===== config.mk =====
export PLATFORM = sky130hd
export DESIGN_NAME = rid_xlate_table
export DESIGN_NICKNAME = d
export VERILOG_FILES = /design/src/rtl/rid_xlate_table.sv
export SDC_FILE = /design/constraint.sdc
export NUM_CORES = 1
export LEC_CHECK = 0
export BUFFER_PORTS_ARGS = -buffer_cell sky130_fd_sc_hd__buf_2
export CAP_MARGIN = 20
export CORE_ASPECT_RATIO = 1.4
export CORE_MARGIN = 2
export CORE_UTILIZATION = 45
export DETAILED_ROUTE_END_ITERATION = 7
export PLACE_DENSITY = 0.68
export SYNTH_ARGS = -nofsm -noshare
export SYNTH_HDL_FRONTEND = slang
export SYNTH_SLANG_ARGS = --single-unit

===== constraint.sdc =====
create_clock -name clk -period 5.9 [get_ports clk]
set_input_delay 1.18 -clock clk [delete_from_list [all_inputs] [get_ports clk]]
set_output_delay 1.18 -clock clk [all_outputs]
set_load 0.05 [all_outputs]

===== src/rtl/rid_xlate_table.sv =====
module rid_xlate_table #(
  parameter int RID_W   = 16,
  parameter int ENTRIES = 8,
  parameter int CNT_W   = 4
) (
  input  logic             clk,
  input  logic             rst_n,
  input  logic             flush,
  input  logic [RID_W-1:0] bridge_id,
  input  logic             req_valid,
  input  logic [RID_W-1:0] req_rid,
  output logic             req_ready,
  output logic             req_out_valid,
  output logic [RID_W-1:0] req_out_rid,
  input  logic             cpl_valid,
  input  logic [RID_W-1:0] cpl_rid,
  input  logic             cpl_last,
  output logic             cpl_out_valid,
  output logic [RID_W-1:0] cpl_out_rid,
  output logic             cpl_unexp
);
  localparam int IDX_W = $clog2(ENTRIES);
  localparam logic [CNT_W-1:0] CMAX = {CNT_W{1'b1}};

  logic [RID_W-1:0] rid_q [ENTRIES];
  logic [CNT_W-1:0] cnt_q [ENTRIES];

  logic             hit, free_any;
  logic [IDX_W-1:0] hit_idx, free_idx, req_idx, cpl_idx;
  logic             fire, cpl_live, cpl_done;

  always_comb begin
    hit = 1'b0;
    hit_idx = '0;
    free_any = 1'b0;
    free_idx = '0;
    for (int i = ENTRIES - 1; i >= 0; i--) begin
      if (cnt_q[i] != '0 && rid_q[i] == req_rid) begin
        hit = 1'b1;
        hit_idx = IDX_W'(i);
      end
      if (cnt_q[i] == '0) begin
        free_any = 1'b1;
        free_idx = IDX_W'(i);
      end
    end
  end

  assign req_idx       = hit ? hit_idx : free_idx;
  assign req_ready     = hit ? (cnt_q[hit_idx] != CMAX) : free_any;
  assign fire          = req_valid & req_ready;
  assign req_out_valid = fire;
  assign req_out_rid   = {bridge_id[RID_W-1:IDX_W], req_idx};

  assign cpl_idx       = cpl_rid[IDX_W-1:0];
  assign cpl_live      = cnt_q[cpl_idx] != '0;
  assign cpl_out_valid = cpl_valid & cpl_live;
  assign cpl_out_rid   = rid_q[cpl_idx];
  assign cpl_unexp     = cpl_valid & ~cpl_live;
  assign cpl_done      = cpl_out_valid & cpl_last;

  for (genvar g = 0; g < ENTRIES; g++) begin : g_ent
    logic inc, dec;
    assign inc = fire && req_idx == IDX_W'(g);
    assign dec = cpl_done && cpl_idx == IDX_W'(g);
    always_ff @(posedge clk) begin
      if (!rst_n || flush) begin
        cnt_q[g] <= '0;
      end else begin
        cnt_q[g] <= cnt_q[g] + CNT_W'(inc) - CNT_W'(dec);
      end
      if (!rst_n) rid_q[g] <= '0;
      else if (inc && !hit) rid_q[g] <= req_rid;
    end
  end
endmodule



Yosys cells after proc, flatten, opt, wreduce, memory -nomap -nowiden
Memories as Yosys holds them, arrays and structs flattened.
Cells that the tools add are included.
- register bits: 0
- RAM bits: 160
- output and inout bits: 36
- memories: 2
- memory list (name ; depth ; width ; read ports ; clocked after memory_dff ; wr ports ; line ; text):
    rid_q ; 8 ; 16 ; 9 ; 0 ; 8 ; 25 ; logic [RID_W-1:0] rid_q [ENTRIES];
    cnt_q ; 8 ; 4 ; 10 ; 0 ; 8 ; 26 ; logic [CNT_W-1:0] cnt_q [ENTRIES];
- add/subtract/negate cells: 16
- eq/ne operators: 23
- mux-type cells: 78
- bitwise logic cells: 21
- reduce and logical (&&, ||, !) cells: 54
- operators by type and width (cell ; count):
    $eq 16x16->1 ; 8
    $mux 16 ; 8
    $mux 3 ; 17
    $mux 1 ; 45
    $reduce_bool 4->1 ; 9
    $add 4x1->4 ; 8
    $logic_and 1x1->1 ; 32
    $logic_not 4->1 ; 8
    $mux 4 ; 8
    $sub 4x1->4 ; 8
    $eq 3x3->1 const B ; 8
    $or 1x1->1 ; 16
    $eq 3x2->1 const B ; 4
    $eq 3x1->1 const B ; 2
    $logic_not 3->1 ; 2
    $and 1x1->1 ; 4
    $ne 4x4->1 const B ; 1
    $logic_not 1->1 ; 2
    $logic_or 1x1->1 ; 1
    $not 1->1 ; 1

Longest topological paths before layout
An unclocked memory read counts as a cell.
- depth in word-level cells: 20
- gate-level depth with buffers: 18
- gate-level depth less buffers: 16

Least setup slack after synthesis
OpenSTA, ideal clock, no wires.
- path kind: input-to-reg
- start point: in req_rid[5]
- end point: mem rid_q[5][0] (enable)
- library setup time: 0.411 ns
- arrival: 4.648 ns
- required time: 5.489 ns
- setup slack: 0.840 ns
- cell stages on the path: 11
- buffers on the path: 2
- cell sequence: buf_6 -> buf_8 -> xnor2_1 -> nand4_1 -> nor4_2 -> nand3_2 -> nand4_1 -> nor2_1 -> nor2_1 -> nand2_1 -> o21ai_0
- RTL lines (element ; line ; text):
    from (decl) ; 11 ; input logic [RID_W-1:0] req_rid,
    to (decl) ; 25 ;

Worst setup path in the final report
- start point: in req_rid[1]
- end point: out req_out_valid
- longest elaborated chain between the ends: 14
- RTL lines (element ; line ; text):
    $eq 16x16->1 ; 38 ; if (cnt_q[i] != '0 && rid_q[i] == req_rid) begin
    $logic_and 1x1->1 ; 38 ;
    $mux 3 (8 in a row) ; 38 ;
    $mem_v2 8x4 ; n/a ;
    $ne 4x4->1 ; 50 ; assign req_ready = hit ? (cnt_q[hit_idx] != CMAX) : free_any;
    $mux 1 * ; 50 ;
    $and 1x1->1 * ; 51 ; assign fire = req_valid & req_ready;
    to (decl) ; 13 ; output logic req_out_valid,
Every way passes the cells marked *; elsewhere a longest branch is shown, timed or not.

==> impl_metrics.tcl <==
set metrics [dict create \
    status "finished, final reports clean" \
    maxCapViolations 0 \
    clockBufferDepth 2 \
    track_usage 0.217 \
    root_buffer "clkbuf_16" \
    stdcell_count 1202 \
    syn-num-nets 981 \
    hold_viol_final 0 \
    setup_viol 0 \
    ctsResizeCount 0 \
    post-place-cells 1168 \
    ir_worst_vdd_mv 0.188 \
    via_per_inst 5.43 \
    synth_edf_count 128 \
    yosys_most_used_dff "edfxtp_1" \
    io_buffers 47 \
    cpPeakStageDelay_ns 0.44 \
    holdBufCountCts 0 \
    end_kind "output pin" \
    cts_setup_buffers 0 \
    htree_levels 4 \
    grt_pass1_wl_mm 39.1 \
    tightest_slew_ns 0.930 \
    netlist_instances 879 \
    grt_pass1_vias 6652 \
    fmax_mhz 190 \
    tns_ns 0 \
    yosysWarnings 0 \
    synth_seq_cells 160 \
    die_height_um 183 \
    first_iter_violations 462 \
    clock_latency_ns 0.43 \
    cts_made_buffers 17 \
    crit_arrival_ns 4.08 \
    wire_per_inst_um 20.9 \
    syn-cell-area_mm2 0.0103 \
    crit_fanout 16 \
    ant_nets 0 \
    yosysSeqAreaShare 0.433 \
    final.period_utilization 0.891 \
    cp_cell_sequence "buf_2 -> xnor2_1 -> nand4_1 -> nor4_1 -> nand3_1 -> nand4_2 -> a211o_1 -> o2111ai_1 -> a211oi_1 -> o41a_1 -> nor2_1 -> buf_2" \
    worst_clock_skew_ns 0.0117 \
    hp-class "register to register" \
    async_flop_share 0 \
    syn_avg_cell_area_um2 11.8 \
    clkSinkCount 160 \
    path_clk_slew_ns 0.07 \
    powerDensity_mw_per_mm2 247 \
    initial_core_util 0.459 \
    cp_slowest_cell "nor4_1" \
    critPathLaunchType "input pin" \
    routed_wl_mm 25.1 \
    slew_viol_final 0 \
    antenna_found_initial 1 \
    drive_gt1_frac 0.184 \
    cts_tree "done" \
    cpMostUsedCell "buf_2" \
    post-route-min-period_ns 5.26 \
    gr-total-overflow 0 \
    post-route-drc-count 0 \
    grt_max_degree 37 \
    crit_type "input pin to output pin" \
    place.gp.congestion 0.958 \
    nNetsFinal 988 \
    rsz0062_at_grt "false" \
    power.total_uw 2720 \
    mostFrequentLayoutCells "and2_1, edfxtp_1, xnor2_1" \
    firstDrtPassIters 5 \
    final_common_cell "and2_1" \
    cp.required_ns 4.72 \
    io-pin-count 90 \
    syn_to_final_growth_pct 6.59 \
    die_w_um 132 \
    vias 6524 \
    core_area_mm2 0.0225 \
    n_fill_cell 2052 \
    power.leakage_uw 0.00401 \
    synth_cell_type_count 56 \
    hold_ws_ns 0.669 \
    rows 65 \
    die_area_mm2 0.0242 \
    dp_hpwl_mm 18.1 \
    slew_headroom 0.380 \
]
-- cells by family (layout without fill, tap and decap cells) --
family | after synthesis | count (layout) | synth area share
other cells | 0 | 2 | 0
buf+inv | 125 | 145 | 0.0755
xor+xnor | 144 | 144 | 0.122
compound gates | 47 | 47 | 0.0316
fa+ha+maj | 48 | 48 | 0.0639
mux | 52 | 52 | 0.0934
simple gates | 303 | 303 | 0.180
flops | 160 | 160 | 0.433
-- worst paths after layout --
kind                 from            end  slack [ns]  cells after the start
min reg2reg   cnt_q[1][3]    cnt_q[1][3]        0.67                      4
max reg2reg  rid_q[2][10]    cnt_q[6][2]        1.91                     14
max            req_rid[1]  req_out_valid        0.64                     12
min           cnt_q[1][3]    cnt_q[1][3]        0.67                      4
-- cells in the mapped netlist, drive strengths merged, types with 2 or more instances --
master,count,area share
fa,8,0.015
nand2b,4,0.0024
and4,2,0.0017
a21o,11,0.0080
o21ai,14,0.0071
edfxtp,128,0.37
a21oi,10,0.0052
nand3,18,0.0092
nor2,36,0.013
nor2b,2,0.0012
ha,40,0.048
xor2,18,0.015
mux2,16,0.017
mux4,34,0.074
mux2i,2,0.0019
inv,54,0.020
a21boi,2,0.0015
buf,60,0.052
nand4,31,0.020
and2,146,0.088
nor3,25,0.021
clkbuf,10,0.0036
xnor2,126,0.11
dfxtp,32,0.062
nor4,17,0.012
nand2,15,0.0057
and3,4,0.0034
-- per-stage QoR --
stage               instance area [µm²]  utilization  setup WS [ns]
finish                            11000        0.490          0.644
detailed placement                10500        0.465          0.660
CTS                               11000        0.489          0.657
floorplan                         10300            -          0.840
global route                      11000        0.489          0.351
global placement                  10500        0.465          0.681
-- sequential cells by signal (all words and copies together), names as in the netlist --
register	count
cnt_q	32
rid_q	128
-- report_power, final --
group,switching [µW],internal [µW]
sequential,30.4,1260
clock,507,555
combinational,234,135
-- per-layer routing --
metal	track usage	up-vias	wire length (µm)
met5	0	-	0
met4	0.0700	0	571
met1	0.276	3216	10500
met2	0.377	217	12600
met3	0.0367	29	1400
li1	-	3062	-
-- final cells by class --
class                      count  area, µm²  area share
clock buffer                  18        429      0.0389
antenna                        2       5.00    0.000454
inverter                      55        206      0.0187
tap                          301        377      0.0342
multi-input combinational    594       5080       0.461
clock inverter                14        124      0.0112
sequential                   160       4480       0.407
timing repair buffer          58        318      0.0288
-- critical path: cells and delay by family --
family | cells | cell delay (ns)
buf+inv | 2 | 0.55
xor+xnor | 1 | 0.19
simple gates | 5 | 1.22
compound gates | 4 | 0.92
Power figures use the tool's default switching activity.
